`src/rtl/cfg_space_pkg.sv`:
```
// Package: shared constants, decode result type and the fixed address map of
// the configuration space. Assumes a byte-addressed map of at least 6 bits.
package cfg_space_pkg;

    localparam int NCH    = 6;                 // external channels
    localparam int CH_W   = $clog2(NCH);
    localparam int NLOC   = 3;                 // local words
    localparam int LOC_W  = 2;
    localparam int MEM_AW = 3;                 // window offset bits (8 bytes)

    typedef enum logic [1:0] {
        HIT_NONE  = 2'd0,
        HIT_LOCAL = 2'd1,
        HIT_EXT   = 2'd2
    } hit_kind_e;

    typedef struct packed {
        hit_kind_e         kind;
        logic [LOC_W-1:0]  loc;
        logic [CH_W-1:0]   ch;
        logic              can_rd;
        logic              can_wr;
    } dec_t;

    // byte base of each external channel
    function automatic int unsigned ch_base(input int i);
        case (i)
            0:       return 32'h0C;
            1:       return 32'h10;
            2:       return 32'h14;
            3:       return 32'h20;
            4:       return 32'h28;
            default: return 32'h30;
        endcase
    endfunction

    // channels 3 and above are multi-byte windows
    function automatic bit ch_is_mem(input int i);
        return i >= 3;
    endfunction

    // direction rule within each group of three: rw, ro, wo
    function automatic bit slot_rd(input int i);
        return (i % 3) != 2;
    endfunction

    function automatic bit slot_wr(input int i);
        return (i % 3) != 1;
    endfunction

endpackage

```
`src/rtl/cfg_space_decode.sv`:
```
// Module: address decoder. Maps a byte address to local word, external
// channel or nothing, and reports which directions the target permits.
// Assumes ADDR_W >= 6 and non-overlapping map entries.
module cfg_space_decode
    import cfg_space_pkg::*;
#(
    parameter int ADDR_W = 6
) (
    input  logic [ADDR_W-1:0] addr,
    output dec_t              dec
);

    logic [NCH-1:0]  ch_hit;
    logic [NLOC-1:0] loc_hit;

    // one comparator per external channel, span chosen by channel type
    for (genvar g = 0; g < NCH; g++) begin : g_ch
        localparam int SH = ch_is_mem(g) ? MEM_AW : 2;
        localparam logic [ADDR_W-1:0] BASE = ADDR_W'(ch_base(g));
        assign ch_hit[g] = (addr[ADDR_W-1:SH] == BASE[ADDR_W-1:SH]);
    end

    // one comparator per local word at byte 4*g
    for (genvar g = 0; g < NLOC; g++) begin : g_loc
        localparam logic [ADDR_W-1:0] LBASE = ADDR_W'(4 * g);
        assign loc_hit[g] = (addr[ADDR_W-1:2] == LBASE[ADDR_W-1:2]);
    end

    // fold the hit vectors into one decode record
    always_comb begin
        dec = '{kind: HIT_NONE, loc: '0, ch: '0, can_rd: 1'b0, can_wr: 1'b0};
        for (int i = 0; i < NLOC; i++) begin
            if (loc_hit[i]) begin
                dec.kind   = HIT_LOCAL;
                dec.loc    = LOC_W'(i);
                dec.can_rd = slot_rd(i);
                dec.can_wr = slot_wr(i);
            end
        end
        for (int i = 0; i < NCH; i++) begin
            if (ch_hit[i]) begin
                dec.kind   = HIT_EXT;
                dec.ch     = CH_W'(i);
                dec.can_rd = slot_rd(i);
                dec.can_wr = slot_wr(i);
            end
        end
    end

endmodule

```
`src/rtl/cfg_space_locals.sv`:
```
// Module: local storage. Holds the read/write word and the write-only word,
// supplies the read-only constant, and applies per-bit write enables.
// Assumes write strobes are only raised for legal, decoded writes.
module cfg_space_locals
    import cfg_space_pkg::*;
#(
    parameter int                DATA_W = 32,
    parameter logic [DATA_W-1:0] RW_RST = DATA_W'(40),
    parameter logic [DATA_W-1:0] WO_RST = DATA_W'(100),
    parameter logic [DATA_W-1:0] RO_VAL = DATA_W'(80)
) (
    input  logic              clk,
    input  logic              rst_n,
    input  logic              we_rw,
    input  logic              we_wo,
    input  logic [DATA_W-1:0] wdata,
    input  logic [DATA_W-1:0] biten,
    input  logic [LOC_W-1:0]  rsel,
    output logic [DATA_W-1:0] rdata,
    output logic [DATA_W-1:0] wo_value
);

    logic [DATA_W-1:0] rw_q;
    logic [DATA_W-1:0] wo_q;

    // storage update with bit-enable merge
    always_ff @(posedge clk) begin
        if (!rst_n) begin
            rw_q <= RW_RST;
            wo_q <= WO_RST;
        end else begin
            if (we_rw) rw_q <= (rw_q & ~biten) | (wdata & biten);
            if (we_wo) wo_q <= (wo_q & ~biten) | (wdata & biten);
        end
    end

    // read mux; the write-only word never reaches software
    always_comb begin
        case (rsel)
            2'd0:    rdata = rw_q;
            2'd1:    rdata = RO_VAL;
            default: rdata = '0;
        endcase
    end

    assign wo_value = wo_q;

    // bits outside the enable keep their earlier value
    assert_rw_masked_R2: assert property (@(posedge clk) disable iff (!rst_n)
        we_rw |=> ((rw_q & ~$past(biten)) == ($past(rw_q) & ~$past(biten))));

endmodule

```
`src/rtl/cfg_space_ext_sel.sv`:
```
// Module: external response selector. Picks the acknowledge of the expected
// kind and the read data of the active channel; other channels are ignored.
// Assumes ch is below NCH.
module cfg_space_ext_sel
    import cfg_space_pkg::*;
#(
    parameter int DATA_W = 32
) (
    input  logic [CH_W-1:0]       ch,
    input  logic                  is_wr,
    input  logic [NCH-1:0]        rd_ack,
    input  logic [NCH-1:0]        wr_ack,
    input  logic [NCH*DATA_W-1:0] rd_data_flat,
    output logic                  hit,
    output logic [DATA_W-1:0]     rdata
);

    logic [DATA_W-1:0] dat [NCH];

    // unpack the flat read data bus per channel
    for (genvar g = 0; g < NCH; g++) begin : g_unpack
        assign dat[g] = rd_data_flat[g*DATA_W +: DATA_W];
    end

    // select acknowledge and data of the active channel only
    always_comb begin
        hit   = is_wr ? wr_ack[ch] : rd_ack[ch];
        rdata = dat[ch];
    end

endmodule

```
`src/rtl/cfg_space.sv`:
```
// Module: configuration space top. Accepts one CPU access at a time, answers
// local, unmapped and wrong-direction accesses in one cycle, and forwards
// legal external accesses, waiting for the matching channel acknowledge.
// Assumes cpu_req is only raised while no earlier access is pending.
module cfg_space
    import cfg_space_pkg::*;
#(
    parameter int                DATA_W       = 32,
    parameter int                ADDR_W       = 6,
    parameter bit                ERR_BAD_ADDR = 1'b1,
    parameter bit                ERR_BAD_DIR  = 1'b1,
    parameter logic [DATA_W-1:0] RW_RST       = DATA_W'(40),
    parameter logic [DATA_W-1:0] WO_RST       = DATA_W'(100),
    parameter logic [DATA_W-1:0] RO_VAL       = DATA_W'(80)
) (
    input  logic                  clk,
    input  logic                  rst_n,
    input  logic                  cpu_req,
    input  logic                  cpu_wr,
    input  logic [ADDR_W-1:0]     cpu_addr,
    input  logic [DATA_W-1:0]     cpu_wdata,
    input  logic [DATA_W-1:0]     cpu_biten,
    output logic                  cpu_ack,
    output logic [DATA_W-1:0]     cpu_rdata,
    output logic                  cpu_err,
    output logic [DATA_W-1:0]     hw_wo_value,
    output logic [NCH-1:0]        ext_req,
    output logic                  ext_wr,
    output logic [MEM_AW-1:0]     ext_addr,
    output logic [DATA_W-1:0]     ext_wdata,
    output logic [DATA_W-1:0]     ext_biten,
    input  logic [NCH-1:0]        ext_rd_ack,
    input  logic [NCH*DATA_W-1:0] ext_rd_data,
    input  logic [NCH-1:0]        ext_wr_ack
);

    typedef enum logic {ST_IDLE = 1'b0, ST_WAIT = 1'b1} state_e;

    state_e            st;
    dec_t              dec;
    logic              take;
    logic              legal;
    logic              we_rw;
    logic              we_wo;
    logic [DATA_W-1:0] loc_rdata;
    logic [CH_W-1:0]   act_ch;
    logic              sel_hit;
    logic [DATA_W-1:0] sel_rdata;

    cfg_space_decode #(.ADDR_W(ADDR_W)) u_dec (
        .addr (cpu_addr),
        .dec  (dec)
    );

    // request qualification and local write strobes
    always_comb begin
        take  = (st == ST_IDLE) && cpu_req;
        legal = cpu_wr ? dec.can_wr : dec.can_rd;
        we_rw = take && cpu_wr && legal && (dec.kind == HIT_LOCAL) && (dec.loc == 2'd0);
        we_wo = take && cpu_wr && legal && (dec.kind == HIT_LOCAL) && (dec.loc == 2'd2);
    end

    cfg_space_locals #(
        .DATA_W (DATA_W),
        .RW_RST (RW_RST),
        .WO_RST (WO_RST),
        .RO_VAL (RO_VAL)
    ) u_loc (
        .clk      (clk),
        .rst_n    (rst_n),
        .we_rw    (we_rw),
        .we_wo    (we_wo),
        .wdata    (cpu_wdata),
        .biten    (cpu_biten),
        .rsel     (dec.loc),
        .rdata    (loc_rdata),
        .wo_value (hw_wo_value)
    );

    cfg_space_ext_sel #(.DATA_W(DATA_W)) u_sel (
        .ch           (act_ch),
        .is_wr        (ext_wr),
        .rd_ack       (ext_rd_ack),
        .wr_ack       (ext_wr_ack),
        .rd_data_flat (ext_rd_data),
        .hit          (sel_hit),
        .rdata        (sel_rdata)
    );

    // transaction control: classify, respond or forward, then wait for ack
    always_ff @(posedge clk) begin
        if (!rst_n) begin
            st        <= ST_IDLE;
            cpu_ack   <= 1'b0;
            cpu_rdata <= '0;
            cpu_err   <= 1'b0;
            ext_req   <= '0;
            ext_wr    <= 1'b0;
            ext_addr  <= '0;
            ext_wdata <= '0;
            ext_biten <= '0;
            act_ch    <= '0;
        end else begin
            cpu_ack <= 1'b0;
            ext_req <= '0;
            case (st)
                ST_IDLE: begin
                    if (cpu_req) begin
                        if (dec.kind == HIT_NONE) begin
                            cpu_ack   <= 1'b1;
                            cpu_rdata <= '0;
                            cpu_err   <= ERR_BAD_ADDR;
                        end else if (!legal) begin
                            cpu_ack   <= 1'b1;
                            cpu_rdata <= '0;
                            cpu_err   <= ERR_BAD_DIR;
                        end else if (dec.kind == HIT_LOCAL) begin
                            cpu_ack   <= 1'b1;
                            cpu_rdata <= cpu_wr ? '0 : loc_rdata;
                            cpu_err   <= 1'b0;
                        end else begin
                            ext_req   <= NCH'(1) << dec.ch;
                            act_ch    <= dec.ch;
                            ext_wr    <= cpu_wr;
                            ext_addr  <= cpu_addr[MEM_AW-1:0];
                            ext_wdata <= cpu_wdata;
                            ext_biten <= cpu_biten;
                            st        <= ST_WAIT;
                        end
                    end
                end
                ST_WAIT: begin
                    if (sel_hit) begin
                        cpu_ack   <= 1'b1;
                        cpu_rdata <= ext_wr ? '0 : sel_rdata;
                        cpu_err   <= 1'b0;
                        st        <= ST_IDLE;
                    end
                end
                default: st <= ST_IDLE;
            endcase
        end
    end

    // at most one channel strobed at a time
    assert_ext_onehot_R5: assert property (@(posedge clk) disable iff (!rst_n)
        $onehot0(ext_req));

    // a channel strobe lasts one cycle
    assert_ext_pulse_R5: assert property (@(posedge clk) disable iff (!rst_n)
        (ext_req != '0) |=> (ext_req == '0));

    // an accepted request either completes or is forwarded next cycle
    assert_accept_R10: assert property (@(posedge clk) disable iff (!rst_n)
        take |=> (cpu_ack || (ext_req != '0)));

    // a matching external acknowledge completes without error
    assert_ext_ok_R9: assert property (@(posedge clk) disable iff (!rst_n)
        ((st == ST_WAIT) && sel_hit) |=> (cpu_ack && !cpu_err));

    // an unmapped access answers with zero data and the configured flag
    assert_bad_addr_R7: assert property (@(posedge clk) disable iff (!rst_n)
        (take && (dec.kind == HIT_NONE)) |=>
            (cpu_ack && (cpu_err == ERR_BAD_ADDR) && (cpu_rdata == '0)));

    // reads never disturb the write-only word
    assert_read_keeps_wo_R4: assert property (@(posedge clk) disable iff (!rst_n)
        (take && !cpu_wr) |=> $stable(hw_wo_value));

endmodule

```
`config.mk`:
```
export PLATFORM = sky130hd
export DESIGN_NAME = cfg_space
export DESIGN_NICKNAME = d
export VERILOG_FILES = /design/src/rtl/cfg_space_pkg.sv /design/src/rtl/cfg_space_decode.sv /design/src/rtl/cfg_space_locals.sv /design/src/rtl/cfg_space_ext_sel.sv /design/src/rtl/cfg_space.sv
export SDC_FILE = /design/constraint.sdc
export NUM_CORES = 1
export LEC_CHECK = 0
export ABC_AREA = 1
export BUFFER_PORTS_ARGS = -buffer_cell sky130_fd_sc_hd__buf_2
export CAP_MARGIN = 15
export CORE_MARGIN = 3
export CORE_UTILIZATION = 40
export DETAILED_ROUTE_END_ITERATION = 8
export GPL_ROUTABILITY_DRIVEN = 0
export GPL_TIMING_DRIVEN = 0
export PLACE_DENSITY_LB_ADDON = 0.08
export SLEW_MARGIN = 20
export SYNTH_ARGS = -nofsm -noshare
export SYNTH_HDL_FRONTEND = slang
export SYNTH_SLANG_ARGS = --single-unit
```
`constraint.sdc`:
```
create_clock -name clk -period 2.6 [get_ports clk]
set_clock_uncertainty 0.2 [all_clocks]
set_input_delay 0.13 -clock clk [delete_from_list [all_inputs] [get_ports clk]]
set_output_delay 0.13 -clock clk [all_outputs]
set_load 0.05 [all_outputs]
```
Word-level counts from Yosys, hierarchy flattened
Index checks and enable logic that the tools add are counted.
Cells by class
  reductions and logical operators: 12
  $lt $le $gt $ge: 2
  equal/unequal tests: 14
  shift-type cells: 1
  bitwise operators: 13
  mux-type cells: 54
Operator list (number)
  32-bit 2-to-1 mux: 9
  32-bit one-hot mux with 2 select lines: 2
  32-bit AND: 3
  32-bit binary-select mux with 3-bit select: 1
  32-bit OR: 2
  32-bit NOT: 1
  2-bit 2-to-1 mux: 10
  1-bit 2-to-1 mux: 19
  3-bit 2-to-1 mux: 4
  5-bit 2-to-1 mux: 2
  3-bit == test, second input constant: 3
  4-bit by 2-bit == test with 1-bit output, second input constant: 2
  4-bit by 3-bit == test with 1-bit output, second input constant: 2
  4-bit 2-to-1 mux: 2
  1-bit binary-select mux with 3-bit select: 2
  1-bit logical AND: 6
  1-bit NOT: 6
  1-bit one-hot mux with 2 select lines: 3
  6-bit OR reduction: 1
  1-bit by 3-bit << shifter with 6-bit output, first input constant: 1
  5-bit AND reduction: 1
  2-bit by 1-bit == test with 1-bit output, second input constant: 2
  4-bit by 1-bit == test with 1-bit output, second input constant: 1
  4-bit >= comparator, second input constant: 1
  other kinds (9): 10
Word-level totals
  flip-flop bits (word level): 176
  bits of input ports: 278
  output and inout port bits: 140

Logic depth before layout (Yosys ltp)
  depth in word-level cells: 16
  gate-level depth with buffers: 14

Cells and area by module
A second synthesis with hierarchy kept.
Second synthesis, totals
  cell total of the unflattened synthesis: 1788
  area total of the unflattened synthesis: 10261.1 µm²
By module, submodules not included
  cfg_space: seq. area each 2242.2 µm², instances 1, cells each 878, area each 5233.8 µm²
  cfg_space_locals: seq. area each 1281.2 µm², instances 1, cells each 492, area each 3006.6 µm²
  cfg_space_ext_sel: seq. area each 0.0 µm², instances 1, cells each 390, area each 1894.3 µm²
  cfg_space_decode: seq. area each 0.0 µm², instances 1, cells each 28, area each 126.4 µm²

Least setup slack after synthesis
No wires, ideal clock.
  kind: reg-to-reg
  start: register ext_wr
  end: register cpu_rdata[0]
  library setup time: 0.115 ns
  path slack: 0.567 ns
  stages on the path, launching flop included: 12
  arrival time: 1.718 ns
  period minus slack after synthesis: 2.033 ns
  buffers on the path: 2
  cell sequence: dfxtp_1 > inv_1 > nor2_1 > o21ai_0 > o21ai_0 > nand2_1 > nand2_1 > nand2_1 > buf_2 > buf_2 > a21oi_1 > nor2_1
On the way
  word-level cells in the longest chain between the ends: 3
  elaborated cells on any way between the ends: 6
  classes of those cells: eq/ne (1); mux (4); reduce/logical (1)
Ends and longest elaborated chain
  start: declaration: line cfg_space.sv:28  | output logic ext_wr,
  start signal: assignment: line cfg_space.sv:124  | ext_wr <= cpu_wr;
  32-bit 2-to-1 mux / 1-bit 2-to-1 mux (equally long branches): line cfg_space.sv:135, cfg_space_ext_sel.sv:27
  32-bit 2-to-1 mux / 2-bit by 1-bit != test with 1-bit output (equally long branches)
  32-bit one-hot mux with 2 select lines / 3-bit AND reduction (equally long branches)
  end signal: assignment: line cfg_space.sv:119  | cpu_rdata <= cpu_wr ? '0 : loc_rdata;
  end signal: assignment: line cfg_space.sv:135  | cpu_rdata <= ext_wr ? '0 : sel_rdata;
  end: declaration: line cfg_space.sv:24  | output logic [DATA_W-1:0] cpu_rdata,
Several ways; a longest one is shown, not always the timed one. The select of a mux whose other input is x is not followed.
A chain may end at the register's enable or synchronous reset.

==> results by stage <==
Setup path:
- The arrival time at the worst endpoint is 2.65 ns.
- The critical path class is in -> reg.
- In this run the critical register-to-register path is launched from st.
- STA classifies the critical path endpoint as a register.
- The worst-path maximum fanout is 10.
- STA puts the critical path data required time at 2.70 ns.
- The startpoint kind of the worst setup timing path is an input port.
- The startpoint of the worst setup timing path is cpu_wr.

Logic synthesis:
- A synthesized cell averages 6.10 um2.
- The number of distinct library cell variants in the gate-level netlist after synthesis is 23.
- The number of nets in the synthesized netlist is 1848.
- By area the synthesized netlist is led by sky130_fd_sc_hd__dfxtp_1 (37%), sky130_fd_sc_hd__nor2_1 (15%), sky130_fd_sc_hd__nand2_1 (14%), sky130_fd_sc_hd__o21ai_0 (6.6%), sky130_fd_sc_hd__nand3_1 (6.5%).
- Summing every instance area after synthesis gives 9580 um2.
- The number of warning messages in the yosys log is 0.
- The largest area contributor in the netlist is sky130_fd_sc_hd__dfxtp_1.
- The synthesized instance count is 1570.
- The sequential share of the synthesized area is 0.368.
- Of the post-synthesis cell area, the dominant cell type holds 0.368.
- Synthesis inferred 176 register bits.

Die:
- The core area is about 23000 um2.
- The number of top-level pins is between 400 and 500.
- In this run the core area contains 56 standard-cell rows.
- The height of the die is 161 um.
- The die area is 25800 um2.
- The initial utilization of the core area, before any placement, comes to 0.408.
- The floorplan step set the die width to around 160 um.

Outcome:
- The flow ran to the end, and the final reports show no timing, DRC or antenna violations.

Clocking:
- The number of buffers created by CTS is 17.
- The TritonCTS clock tree is done.
- The clock tree root driver cell is sky130_fd_sc_hd__clkbuf_16.
- The latest clock arrival within the worst-skew pair is between 0.4 and 0.5 ns.
- The worst-case clock buffer depth is 2.
- CTS built an H-tree with a depth of 4.
- The total number of clock tree sinks is 176.
- The post-CTS clock slew at the launch and capture registers of the worst setup and hold paths is 0.08 ns.

Route:
- The post-detailed-route count of antenna-violating nets is 0.
- In the routed design, unresolved DRC markers number 0.
- Across all layers, the routed design uses about 12k vias.
- Using the TritonRoute via totals, the vias-per-cell ratio works out to 4.80.
- For this block, the initial DRC count from the detailed router was between 800 and 900.
- Wires add up to between 30000 and 40000 um.
- The pre-antenna-repair detailed-routing pass consisted of 7 iterations.
- In the final routed layout, each cell accounts on average for 16.1 um.

Timing:
- The slew of the pin with the lowest slew margin is approximately 0.7 ns.
- The post-route minimum period is 2.55 ns.
- The final clock period utilization by the worst path is 0.981.
- Static timing analysis puts the maximum clock frequency at 392 MHz.
- Setup violations remaining at the end of the flow were counted as 0.
- The worst hold margin is 0.0319 ns.
- The max-slew violation count is 0.
- Measured against its own limit, the worst slew margin works out to 0.543.
- The number of hold violations in the final report came to 0.

Final layout:
- In the final design database the tool counted 2391 nets.
- The commonest non-fill, non-tap cell in the layout is sky130_fd_sc_hd__buf_2.
- The number of filler instances in the final layout is 2411.
- In the final layout, flip-flops and latches occupy 3520 um2.
- The multi-input combinational cells in the finished layout cover a total of 5040 um2.
- In the layout the commonest cells are sky130_fd_sc_hd__buf_2 (444), sky130_fd_sc_hd__nor2_1 (393), sky130_fd_sc_hd__nand2_1 (345).
- Measured on the finished design, the core utilization comes to 0.585.
- The fraction of final layout cells with drive strength greater than 1 is 0.243.
- From synthesis to final layout, the design area changed by 43.4%.

Power:
- Power spread over the standard cell area amounts to 539 nW/um2.
- For this design the static power due to leakage is 0.00710 uW.
- The worst IR drop on VDD is around 0.44 mV.

Placement:
- Input and output buffers added on the ports amount to 416.
- Detailed placement finished with a half-perimeter wire length of 31400 um.

Global routing:
- The maximum number of pins on one net before global-route repair is 19.
- The first global-routing pass estimated roughly 60000 um of wire.
- The number of antenna violations at the first check in global routing is 12.
- The via count of the first global-routing pass is 11.4k.
- In the global route stage, overall resource usage came out at 0.292.
- Summed over all layers, the global routing overflow is 0.

Min path:
- In this run the worst hold path is classified as in -> reg.
- The hold path startpoint is ext_rd_ack[5].

Flow run:
- The number of maximum-capacitance violations is 0.
[cell families after synthesis]
kind of cell,after synthesis,synth area share
flip-flops,176,0.368
AND/OR/NAND/NOR,899,0.380
AO/OA/AOI/OAI,243,0.146
buffers and inverters,252,0.106
[synth_stat cells]
cell type	n
sky130_fd_sc_hd__nand3_2	1
sky130_fd_sc_hd__o21a_1	32
sky130_fd_sc_hd__nand3_1	124
sky130_fd_sc_hd__nor2_4	1
sky130_fd_sc_hd__nor3_1	4
sky130_fd_sc_hd__buf_1	15
sky130_fd_sc_hd__o21ai_2	26
sky130_fd_sc_hd__buf_6	5
sky130_fd_sc_hd__nor4_1	1
sky130_fd_sc_hd__inv_1	145
sky130_fd_sc_hd__o21ai_1	23
sky130_fd_sc_hd__a21oi_1	34
sky130_fd_sc_hd__nand4_4	1
sky130_fd_sc_hd__clkbuf_1	54
sky130_fd_sc_hd__clkinv_1	2
sky130_fd_sc_hd__o31ai_1	1
sky130_fd_sc_hd__nand2_1	345
sky130_fd_sc_hd__dfxtp_1	176
sky130_fd_sc_hd__buf_2	29
sky130_fd_sc_hd__nor2_1	393
sky130_fd_sc_hd__inv_2	2
sky130_fd_sc_hd__nand4_1	29
sky130_fd_sc_hd__o21ai_0	127
[worst max-delay path, cell delays in order]
cell and delay (ns):
sky130_fd_sc_hd__dlygate4sd3_1 0.55, sky130_fd_sc_hd__buf_2 0.13, sky130_fd_sc_hd__inv_1 0.08, sky130_fd_sc_hd__nor2_1 0.13, sky130_fd_sc_hd__nand3_2 0.23, sky130_fd_sc_hd__nand4_1 0.18, sky130_fd_sc_hd__buf_4 0.17, sky130_fd_sc_hd__clkbuf_4 0.23
sky130_fd_sc_hd__inv_1 0.11, sky130_fd_sc_hd__nand3_1 0.08, sky130_fd_sc_hd__dlygate4sd3_1 0.55, sky130_fd_sc_hd__nand3_1 0.07
[final timing paths]
| check | end | slack, ns | depth (start not counted) |
|---|---|---|---|
| setup / recovery | register | 0.05 | 12 |
| hold / removal | st | 0.03 | 6 |
| setup reg to reg | register | 0.17 | 10 |
| hold reg to reg | ext_addr[1] | 0.27 | 2 |
[layer usage]
layer  vias to the layer above  global-route usage  wire length (um)
met1                      5230               0.349             16600
met4                         0               0.115              1240
met2                       445               0.507             18800
li1                       6044                   -                 -
met5                         -                   0                 0
met3                        72              0.0673              2830
[what timing repair did]
| action | CTS | global route |
|---|---|---|
| setup buffers | 0 | 3 |
| gates resized for setup | 0 | 1 |
| hold buffers | 105 | 0 |
| endpoints found under the hold margin | 167 | 0 |
| endpoints found under the setup margin | 0 | 3 |
[final cells by class]
type	count	area share
flip-flops and latches	176	0.256
clock inverters	15	0.0107
multi-input cells	1142	0.367
well taps	319	0.0290
diodes	12	0.00219
clock buffers	17	0.0310
repair buffers	524	0.230
plain buffers	103	0.0337
inverters	149	0.0407
[stage by stage]
stage | setup TNS (ns) | instance area, um2 | worst slack, ns | total power, uW | cells
after floorplan | 0 | 9580 | 0.567 | 4190 | 1570
after global placement | 0 | 12100 | 0.197 | 4800 | 2305
after detailed placement | 0 | 12100 | 0.178 | 4820 | 2305
after CTS | 0 | 13700 | 0.00864 | 7450 | 2442
after global routing | -0.0140 | 13700 | -0.0127 | 7740 | 2457
final | 0 | 13700 | 0.0494 | 7400 | 2457
[power by group]
part | internal (uW) | switching (uW)
clock network | 1280 | 1230
logic | 648 | 1320
registers | 2840 | 80.8
total | 4760 | 2640
(Power assumes the default switching activity.)
